**src/rtl/mbx_pkg.sv**
```systemverilog
package mbx_pkg;
  localparam int OFF_W      = 8;
  localparam int MBOX_WORDS = 8;
  localparam int MBOX_OFF   = 'h50;
  localparam int DBELL_CNT  = 2;
  localparam int ALIAS_CNT  = 3;
  localparam int DBELL_OFF  = 'h60;
  localparam int MIDX_W     = $clog2(MBOX_WORDS);
  localparam int DIDX_W     = (DBELL_CNT > 1) ? $clog2(DBELL_CNT) : 1;

  typedef enum logic [1:0] {SEL_NONE, SEL_MBOX, SEL_DBELL} sel_e;
  typedef enum logic [1:0] {DOP_RW, DOP_AND, DOP_OR} dop_e;

  typedef struct packed {
    sel_e              sel;
    logic [MIDX_W-1:0] mbox_idx;
    logic [DIDX_W-1:0] dbell_idx;
    dop_e              op;
  } dec_t;

  // Offset decode: mailbox words first, then doorbells with three aliases each
  function automatic dec_t decode_offset(input logic [OFF_W-1:0] off);
    dec_t d;
    int   o;
    int   rel;
    o           = int'(off);
    d.sel       = SEL_NONE;
    d.mbox_idx  = '0;
    d.dbell_idx = '0;
    d.op        = DOP_RW;
    if (o >= MBOX_OFF && o < MBOX_OFF + MBOX_WORDS) begin
      d.sel      = SEL_MBOX;
      d.mbox_idx = MIDX_W'(o - MBOX_OFF);
    end else if (o >= DBELL_OFF && o < DBELL_OFF + DBELL_CNT * ALIAS_CNT) begin
      rel         = o - DBELL_OFF;
      d.sel       = SEL_DBELL;
      d.dbell_idx = DIDX_W'(rel / ALIAS_CNT);
      d.op        = dop_e'(2'(rel % ALIAS_CNT));
    end
    return d;
  endfunction
endpackage

```
**src/rtl/mbx_port_decode.sv**
```systemverilog
module mbx_port_decode
  import mbx_pkg::*;
#(
  parameter int ADDR_W  = 8,
  parameter int OWN_LO  = 0,
  parameter int OWN_CNT = 4
) (
  input  logic                  req,
  input  logic                  wr,
  input  logic [ADDR_W-1:0]     addr,
  output dec_t                  dec,
  output logic [MBOX_WORDS-1:0] mbox_we,
  output logic [DBELL_CNT-1:0]  and_we,
  output logic [DBELL_CNT-1:0]  or_we,
  output logic [DBELL_CNT-1:0]  plain_we,
  output logic                  err
);
  logic in_range;
  logic owned;

  assign in_range = ((addr >> OFF_W) == '0);

  always_comb begin
    dec = decode_offset(addr[OFF_W-1:0]);
    if (!in_range) dec.sel = SEL_NONE;
  end

  assign owned = (int'(dec.mbox_idx) >= OWN_LO) &&
                 (int'(dec.mbox_idx) < OWN_LO + OWN_CNT);

  always_comb begin
    mbox_we  = '0;
    and_we   = '0;
    or_we    = '0;
    plain_we = '0;
    if (req && wr) begin
      if (dec.sel == SEL_MBOX && owned) mbox_we[dec.mbox_idx] = 1'b1;
      if (dec.sel == SEL_DBELL) begin
        case (dec.op)
          DOP_AND: and_we[dec.dbell_idx]   = 1'b1;
          DOP_OR:  or_we[dec.dbell_idx]    = 1'b1;
          default: plain_we[dec.dbell_idx] = 1'b1;
        endcase
      end
    end
  end

  assign err = req && ((dec.sel == SEL_NONE) ||
                       (wr && dec.sel == SEL_MBOX && !owned));
endmodule

```
**src/rtl/mbx_mailbox_bank.sv**
```systemverilog
module mbx_mailbox_bank
  import mbx_pkg::*;
#(
  parameter int DATA_W = 64,
  parameter int NPORT  = 2
) (
  input  logic                                   clk,
  input  logic                                   rst_n,
  input  logic [NPORT-1:0][MBOX_WORDS-1:0]       we,
  input  logic [NPORT-1:0][DATA_W-1:0]           wdata,
  output logic [MBOX_WORDS-1:0][DATA_W-1:0]      words
);
  localparam int PER_PORT = MBOX_WORDS / NPORT;

  function automatic int owner_of(input int w);
    return w / PER_PORT;
  endfunction

  always_ff @(posedge clk) begin
    if (!rst_n) begin
      words <= '0;
    end else begin
      for (int w = 0; w < MBOX_WORDS; w++) begin
        if (we[owner_of(w)][w]) words[w] <= wdata[owner_of(w)];
      end
    end
  end

  generate
    for (genvar w = 0; w < MBOX_WORDS; w++) begin : g_chk
      localparam int OWNER = w / PER_PORT;
      // a word only changes after a write from its owning port
      assert_word_owner_R4: assert property (@(posedge clk) disable iff (!rst_n)
        !$stable(words[w]) |-> $past(we[OWNER][w]));
      // an owner write stores exactly that port's data
      assert_word_store_R2: assert property (@(posedge clk) disable iff (!rst_n)
        $past(we[OWNER][w]) |-> (words[w] == $past(wdata[OWNER])));
    end
  endgenerate
endmodule

```
**src/rtl/mbx_doorbell.sv**
```systemverilog
module mbx_doorbell #(
  parameter int DATA_W = 64,
  parameter int NPORT  = 2
) (
  input  logic                         clk,
  input  logic                         rst_n,
  input  logic [NPORT-1:0]             and_we,
  input  logic [NPORT-1:0]             or_we,
  input  logic [NPORT-1:0]             plain_we,
  input  logic [NPORT-1:0][DATA_W-1:0] wdata,
  output logic [DATA_W-1:0]            value,
  output logic                         flag
);
  logic [DATA_W-1:0] and_mask;
  logic [DATA_W-1:0] or_mask;
  logic              any_and;
  logic              any_or;
  logic              any_plain;
  logic [DATA_W-1:0] next_value;

  // AND masks first, then OR masks; plain writes override, highest port last
  function automatic logic [DATA_W-1:0] merge_value(
    input logic [DATA_W-1:0]            old,
    input logic [NPORT-1:0]             a_we,
    input logic [NPORT-1:0]             o_we,
    input logic [NPORT-1:0]             p_we,
    input logic [NPORT-1:0][DATA_W-1:0] d
  );
    logic [DATA_W-1:0] v;
    v = old;
    for (int p = 0; p < NPORT; p++) if (a_we[p]) v = v & d[p];
    for (int p = 0; p < NPORT; p++) if (o_we[p]) v = v | d[p];
    for (int p = 0; p < NPORT; p++) if (p_we[p]) v = d[p];
    return v;
  endfunction

  always_comb begin
    and_mask = '1;
    or_mask  = '0;
    for (int p = 0; p < NPORT; p++) begin
      if (and_we[p]) and_mask = and_mask & wdata[p];
      if (or_we[p])  or_mask  = or_mask | wdata[p];
    end
  end

  assign any_and    = |and_we;
  assign any_or     = |or_we;
  assign any_plain  = |plain_we;
  assign next_value = merge_value(value, and_we, or_we, plain_we, wdata);

  always_ff @(posedge clk) begin
    if (!rst_n) value <= '0;
    else        value <= next_value;
  end

  assign flag = value[DATA_W-1];

  // with no write of any form the doorbell holds
  assert_idle_hold_R8: assert property (@(posedge clk) disable iff (!rst_n)
    !$past(any_and || any_or || any_plain) |-> $stable(value));
  // OR-only updates leave every mask bit set
  assert_or_sets_R5: assert property (@(posedge clk) disable iff (!rst_n)
    $past(any_or && !any_plain) |-> ((value & $past(or_mask)) == $past(or_mask)));
  // AND-only updates leave no bit outside the mask
  assert_and_clears_R6: assert property (@(posedge clk) disable iff (!rst_n)
    $past(any_and && !any_or && !any_plain) |-> ((value & ~$past(and_mask)) == '0));
  // the highest port's plain write wins
  assert_plain_wins_R9: assert property (@(posedge clk) disable iff (!rst_n)
    $past(plain_we[NPORT-1]) |-> (value == $past(wdata[NPORT-1])));
endmodule

```
**src/rtl/mbox_doorbell_regs.sv**
```systemverilog
module mbox_doorbell_regs
  import mbx_pkg::*;
#(
  parameter int DATA_W = 64,
  parameter int ADDR_W = 8
) (
  input  logic              clk,
  input  logic              rst_n,
  input  logic              h_req,
  input  logic              h_wr,
  input  logic [ADDR_W-1:0] h_addr,
  input  logic [DATA_W-1:0] h_wdata,
  output logic [DATA_W-1:0] h_rdata,
  output logic              h_err,
  input  logic              r_req,
  input  logic              r_wr,
  input  logic [ADDR_W-1:0] r_addr,
  input  logic [DATA_W-1:0] r_wdata,
  output logic [DATA_W-1:0] r_rdata,
  output logic              r_err,
  output logic              irq_host,
  output logic              irq_remote
);
  localparam int NPORT    = 2;
  localparam int PER_PORT = MBOX_WORDS / NPORT;
  localparam int DB_OUT   = 0;
  localparam int DB_IN    = 1;

  logic [NPORT-1:0]                  req_a;
  logic [NPORT-1:0]                  wr_a;
  logic [NPORT-1:0][ADDR_W-1:0]      addr_a;
  logic [NPORT-1:0][DATA_W-1:0]      wdata_a;
  dec_t [NPORT-1:0]                  dec_a;
  logic [NPORT-1:0][MBOX_WORDS-1:0]  mbox_we;
  logic [NPORT-1:0][DBELL_CNT-1:0]   db_and;
  logic [NPORT-1:0][DBELL_CNT-1:0]   db_or;
  logic [NPORT-1:0][DBELL_CNT-1:0]   db_plain;
  logic [NPORT-1:0]                  err_now;
  logic [NPORT-1:0][DATA_W-1:0]      rd_now;
  logic [NPORT-1:0][DATA_W-1:0]      rdata_q;
  logic [NPORT-1:0]                  err_q;
  logic [MBOX_WORDS-1:0][DATA_W-1:0] mbox_q;
  logic [DBELL_CNT-1:0][DATA_W-1:0]  db_q;
  logic [DBELL_CNT-1:0]              db_flag;
  logic                              in_db_touched;
  logic                              out_db_touched;

  // Port 0 is the host, port 1 the remote side
  assign req_a   = {r_req, h_req};
  assign wr_a    = {r_wr, h_wr};
  assign addr_a  = {r_addr, h_addr};
  assign wdata_a = {r_wdata, h_wdata};

  function automatic logic [DATA_W-1:0] read_pick(
    input dec_t                              d,
    input logic [MBOX_WORDS-1:0][DATA_W-1:0] mb,
    input logic [DBELL_CNT-1:0][DATA_W-1:0]  db
  );
    case (d.sel)
      SEL_MBOX:  return mb[d.mbox_idx];
      SEL_DBELL: return db[d.dbell_idx];
      default:   return '0;
    endcase
  endfunction

  generate
    for (genvar p = 0; p < NPORT; p++) begin : g_port
      mbx_port_decode #(
        .ADDR_W (ADDR_W),
        .OWN_LO (p * PER_PORT),
        .OWN_CNT(PER_PORT)
      ) u_dec (
        .req     (req_a[p]),
        .wr      (wr_a[p]),
        .addr    (addr_a[p]),
        .dec     (dec_a[p]),
        .mbox_we (mbox_we[p]),
        .and_we  (db_and[p]),
        .or_we   (db_or[p]),
        .plain_we(db_plain[p]),
        .err     (err_now[p])
      );
      assign rd_now[p] = read_pick(dec_a[p], mbox_q, db_q);
    end

    for (genvar b = 0; b < DBELL_CNT; b++) begin : g_dbell
      mbx_doorbell #(
        .DATA_W(DATA_W),
        .NPORT (NPORT)
      ) u_db (
        .clk     (clk),
        .rst_n   (rst_n),
        .and_we  ({db_and[1][b], db_and[0][b]}),
        .or_we   ({db_or[1][b], db_or[0][b]}),
        .plain_we({db_plain[1][b], db_plain[0][b]}),
        .wdata   (wdata_a),
        .value   (db_q[b]),
        .flag    (db_flag[b])
      );
    end
  endgenerate

  mbx_mailbox_bank #(
    .DATA_W(DATA_W),
    .NPORT (NPORT)
  ) u_bank (
    .clk  (clk),
    .rst_n(rst_n),
    .we   (mbox_we),
    .wdata(wdata_a),
    .words(mbox_q)
  );

  // Registered read path: data and error valid the cycle after the strobe
  always_ff @(posedge clk) begin
    if (!rst_n) begin
      rdata_q <= '0;
      err_q   <= '0;
    end else begin
      for (int p = 0; p < NPORT; p++) begin
        err_q[p] <= err_now[p];
        if (req_a[p]) rdata_q[p] <= rd_now[p];
      end
    end
  end

  assign h_rdata    = rdata_q[0];
  assign r_rdata    = rdata_q[1];
  assign h_err      = err_q[0];
  assign r_err      = err_q[1];
  assign irq_remote = db_flag[DB_OUT];
  assign irq_host   = db_flag[DB_IN];

  assign in_db_touched  = db_or[0][DB_IN]  | db_or[1][DB_IN]  |
                          db_plain[0][DB_IN]  | db_plain[1][DB_IN];
  assign out_db_touched = db_or[0][DB_OUT] | db_or[1][DB_OUT] |
                          db_plain[0][DB_OUT] | db_plain[1][DB_OUT];

  // unmapped access returns zero with error
  assert_unmapped_zero_R10: assert property (@(posedge clk) disable iff (!rst_n)
    $past(h_req && dec_a[0].sel == SEL_NONE) |-> (h_err && h_rdata == '0));
  // mapped reads never flag an error
  assert_mapped_ok_R11: assert property (@(posedge clk) disable iff (!rst_n)
    $past(r_req && !r_wr && dec_a[1].sel != SEL_NONE) |-> !r_err);
  // interrupts rise only after a setting write to their doorbell
  assert_irq_host_src_R7: assert property (@(posedge clk) disable iff (!rst_n)
    $rose(irq_host) |-> $past(in_db_touched));
  assert_irq_remote_src_R7: assert property (@(posedge clk) disable iff (!rst_n)
    $rose(irq_remote) |-> $past(out_db_touched));
endmodule

```
**config.mk**
```make
export PLATFORM = sky130hd
export DESIGN_NAME = mbox_doorbell_regs
export DESIGN_NICKNAME = d
export VERILOG_FILES = /design/src/rtl/mbx_pkg.sv /design/src/rtl/mbx_port_decode.sv /design/src/rtl/mbx_mailbox_bank.sv /design/src/rtl/mbx_doorbell.sv /design/src/rtl/mbox_doorbell_regs.sv
export SDC_FILE = /design/constraint.sdc
export NUM_CORES = 2
export LEC_CHECK = 0
export CAP_MARGIN = 20
export CORE_UTILIZATION = 62
export CTS_BUF_LIST = sky130_fd_sc_hd__clkbuf_8
export CTS_CLUSTER_SIZE = 10
export DETAILED_ROUTE_END_ITERATION = 8
export PLACE_DENSITY = 0.83
export SETUP_SLACK_MARGIN = 0.15
export SLEW_MARGIN = 20
export SYNTH_ARGS = -nofsm -noshare
export SYNTH_HDL_FRONTEND = slang
export SYNTH_HIERARCHICAL = 1
export SYNTH_SLANG_ARGS = --single-unit
```
**constraint.sdc**
```tcl
create_clock -name clk -period 9.35 [get_ports clk]
set_input_delay 1.87 -clock clk [delete_from_list [all_inputs] [get_ports clk]]
set_output_delay 1.87 -clock clk [all_outputs]
set_load 0.005 [all_outputs]
```
# After elaboration in Yosys (flattened, before gate mapping)
# Cells that the tools add are included.
# W data, S select, Z words.
# op_classes
n_addsub	4
n_mul	0
n_div	4
n_lt_le_gt_ge	18
n_eq_ne	8
shift	0
muxes	62
bitwise	8
reduce_logical	26
# ops
operator	count
$mux W64	18
$bmux W64 S3	2
$and A64 B64 Y64	4
$or A64 B64 Y64	4
$pmux W64 S2	2
$div A32 B3 Y32 const B	2
$mod A32 B3 Y32 const B	2
$mux W2	22
$ge A8 B7 Y1 const B	4
$lt A8 B7 Y1 const B	4
$logic_and A1 B1 Y1	18
$mux W3	6
$sub A8 B7 Y9 const B	2
$mux W8	2
$eq A2 B1 Y1 const B	4
$eq A2 B2 Y1 const B	4
$lt A3 B4 Y1 const B	2
$mux W4	2
$demux W1 S3	2
$ge A3 B1 Y1 const B	2
$sub A3 B1 Y3 const B	2
$logic_not A2 Y1	2
$lt A1 B2 Y1 const B	2
$mux W1	4
other kinds (7)	12
# word_totals
reg_bits	770
latchBits	0
ramBits	0
mem_bits_ro	0
in_bits	150
output_inout_bits	132
elab_cells	143
memories	0

# Logic depth before layout (Yosys ltp)
# logic_depth
word_depth	20
depth_mapped	34
ltp_nobuf	32

# By module
# Netlist, hierarchy kept.
# by_module_without_submodules
module	instances	cells_each	area_per_inst_um2	seq_area_each_um2
mbx_mailbox_bank	1	1649	19887.8	10249.8
mbox_doorbell_regs	1	1783	14591.5	2602.5
mbx_doorbell	2	299	3402.0	1281.2
mbx_port_decode (g_port[0].u_dec)	1	209	1397.6	0.0
mbx_port_decode (g_port[1].u_dec)	1	176	1197.4	0.0

# Worst setup path before layout
# OpenSTA, ideal clock, no wires.
# synth_timing
path_type	input port to flip-flop
startpoint	in r_addr[5]
endpoint	reg g_dbell[0].u_db.value[0]
setup_ns	0.122
t_arrival_ns	8.076
required_time_ns	9.228
slack_ns	1.153
path_stages	33
n_path_buf	1
path_cell_list	ha_1 -> inv_1 -> ha_1 -> inv_1 -> a31o_2 -> or2_2 -> a21oi_1 -> o32a_1 -> o21ai_0 -> ha_1 -> or3_4 -> xnor2_1 -> inv_1 -> ha_1 -> nor2_1 -> nand2_1 -> nor3_1 -> a221oi_1 -> a211oi_2 -> xnor2_1 -> ha_1 -> a21oi_1 -> o221ai_1 -> nor2_4 -> mux2i_1 -> or3_1 -> ha_1 -> nand2_1 -> nor3_1 -> nor2_4 -> buf_6 -> o221a_1 -> a221o_1
# synth_lines
element	line_no	source
start: declaration	mbox_doorbell_regs.sv:17	input logic [ADDR_W-1:0] r_addr,
end signal: assignment	mbx_doorbell.sv:53	else value <= next_value;
end: declaration	mbx_doorbell.sv:11	output logic [DATA_W-1:0] value,

==> metrics list <==
- Run status: completed
* Count of nets left with antenna violations after detail routing: 0
* Type of destination of the critical path: flop
- From left edge to right edge, the die measures 267.8 µm.
- Total non-filler cell area in the finished layout: between 40000 and 50000 µm²
- The core region is between 70000 and 80000 µm².
- Summed over all cells, the static leakage comes to 14.98 nW.
* Effective utilization at floorplan: a little over three fifths
- Met2 track demand over resource: 60.30%
- In the global route stage, met3 resource usage came out at 10.32%.
* Root cell of the clock tree: sky130_fd_sc_hd__clkbuf_8
- The worst register-to-register path begins at u_bank/words[62]$_SDFFE_PN0P_.
- Measured against its own limit, the worst slew margin works out to between 10% and 20%.
- Area growth from synthesis to layout: 10.54%
- Entering global routing, the biggest net connects around 140 pins.
* Worst-margin pin slew: 1205 ps
- Multi-input logic area: roughly 25000 µm²
* Via count of the first global-routing pass: ~37k
- Detailed placement finished with a half-perimeter wire length of approximately 84000 µm.
- Most common cell after layout, fill and taps aside: sky130_fd_sc_hd__mux2i_1
* Worst path most repeated cell: sky130_fd_sc_hd__ha_1
* Busiest layer in global routing: met2
* Net count of the finished layout: ~4.7k
- After clock tree synthesis, the clock-pin slew on the worst setup and hold paths is 60 ps.
* Final Routed Wirelength: 148100 µm
- Period minus WS final: about 8600 ps
* Worst Path Required: ~10000 ps
- Global routing consumed, over all layers together, about two fifths of the routing resources.
* Type of origin of the critical path: input pin
- Post-layout total power: between 7 and 8 mW
- Data arrival at the endpoint of the critical path: about 9300 ps
* Type of the worst setup path: input pin to flop
* Worst clock skew: around 27 ps
* Global-route wire length before repair: 220000 µm
* Slowest stage delay, CP: approximately 830 ps
* Initial detailed-routing violation count: 4709
* Clock buffer depth: 3
- DRC violation count after routing: 0
* Final total negative setup slack: 0 ps
- In this run the critical register-to-register path is captured at r_rdata[62]$_SDFFE_PN0P_.
- CTS H-tree depth: 4
* GR Util met1: between 50% and 60%
- Row cnt: 97
- Dividing the detail-routed via count by the number of cells gives 6.850.
* Type of the most critical hold path: flop to flop
- The worst register-to-register path has a depth of 4.
* YS warnings: 6
- # Max-Cap Violations: 0
* Number of detailed-route iterations in the first pass: 8
- The total count of max-transition violations in the final report came to 0.
* Leading cell types in the layout, fill and taps excluded: 781 x sky130_fd_sc_hd__mux2i_1, 770 x sky130_fd_sc_hd__dfxtp_1, 518 x sky130_fd_sc_hd__nor2b_1
- Fmax: 0.1169 GHz
* Post-synthesis instance area: roughly 44000 µm²
* Average detailed-routed wire length per instance: 26.61 µm
* Initial antenna violation count: 17
- The critical path starts at r_addr[0].
- Clock Latency Late Sink: 800 ps
- Worst vdd rail ir drop: 0.0001108 V
- Overflow after GRT: 0
* Average instance area after synthesis: approximately 9.9 µm²
- Number of clock buffers inserted by TritonCTS: 133
- Summing all placed instances gives a cell area of roughly 46000 µm².
* Startpoint of the tightest hold check path: u_bank/words[38]$_SDFFE_PN0P_
- At the end of routability-driven placement, the weighted congestion stood at approximately 0.87.
- The critical path ends at g_dbell[0].u_db/value[8]$_SDFF_PN0_.
* Power density of the placed cells: roughly 150 nW/µm²
* Fill count: approximately 5.4k
- TritonCTS built the clock tree.
- Setup repair after global routing left no endpoint under its margin.
- Proportion of layout cells with a drive suffix above 1: a little under an eighth
- DR vias: 38.13k
- In this run the post-CTS setup repair buffer count came out at 0.
* Vertical die dimension: between 200 and 300 µm
- Crit path max-delay cell type: sky130_fd_sc_hd__nor3b_4
* Final period util: between 90% and 100%
- The tree built by TritonCTS fans out to 770 sinks.
- Post-synth net total: 4579
- Final count of hold timing violations: 0
- Die area: just over 70000 µm²
* Sequential cell area: 15410 µm²
- During placement, the flow inserted port buffers numbering 281.
- The number of gates resized after CTS was 0.
- Top-level port count: 282
* Setup slack on the worst flop-to-flop path: roughly 8000 ps
- Number of instances in the synthesized netlist: approximately 4.4k
- Of all nets on the critical path, the largest fanout is 47.
- Total of endpoints with negative setup slack in the final report: 0
- CTS Hold Bufs: 0
-- registers in the layout (all words and copies together) (netlist names) --
register / count
h_rdata: 64
u_bank/words: 512
g_dbell.u_db/value: 128
err_q: 2
r_rdata: 64
-- per-layer routing --
metal | vias up | wire length (µm)
met5 | - | 65
li1 | 16640 | -
met3 | 596 | 18640
met1 | 18250 | 57680
met2 | 2633 | 64170
met4 | 10 | 7545
-- stage by stage --
stage               hold slack [ps]  utilization [%]  worst slack, ps  instances
finish                        532.8            69.15            792.3       5566
global route                  550.6            69.14            376.3       5563
CTS                           534.6            69.07            985.4       5550
detailed placement            521.3            65.43            174.1       5324
global placement              509.5            65.39            315.9       5323
floorplan                     491.8                -             1153       4405
-- worst min path at each step --
stage / slack [ps] / end / cells past startpoint
finish: 530 / u_bank/words[38]$_SDFFE_PN0P_ / 2
global placement: 510 / u_bank/words[511]$_SDFFE_PN0P_ / 2
detailed placement: 520 / u_bank/words[62]$_SDFFE_PN0P_ / 2
CTS: 530 / u_bank/words[3]$_SDFFE_PN0P_ / 2
global route: 550 / u_bank/words[255]$_SDFFE_PN0P_ / 2
floorplan: 490 / u_bank/words[62]$_SDFFE_PN0P_ / 2
-- report_power, final --
group | switching, mW | leakage (nW) | total [mW] | internal, mW
Sequential | 0.0381 | 6.20 | 3.37 | 3.33
Clock | 1.43 | 1.49 | 3.01 | 1.58
Combinational | 0.555 | 7.29 | 0.950 | 0.395
-- critical path, delay by kind of cell --
| family | cells | cell delay (ps) |
|---|---|---|
| buffers and inverters | 5 | 1250 |
| xor gates and xnor gates | 2 | 370 |
| and+or+nand+nor | 11 | 2720 |
| AOI/OAI and AO/OA | 9 | 1740 |
| adders and majority gates | 5 | 1230 |
| muxes | 1 | 100 |
-- layout make-up --
| class | instances | area share, % |
|---|---|---|
| Inverter | 159 | 1.238 |
| Antenna cell | 14 | 0.07234 |
| Multi-Input combinational cell | 3072 | 51.46 |
| Clock buffer | 164 | 4.661 |
| Tap cell | 940 | 2.429 |
| Sequential cell | 770 | 31.83 |
| Clock inverter | 62 | 0.5943 |
| Timing Repair Buffer | 385 | 7.715 |
No activity file was read; power rests on OpenSTA's default activity.
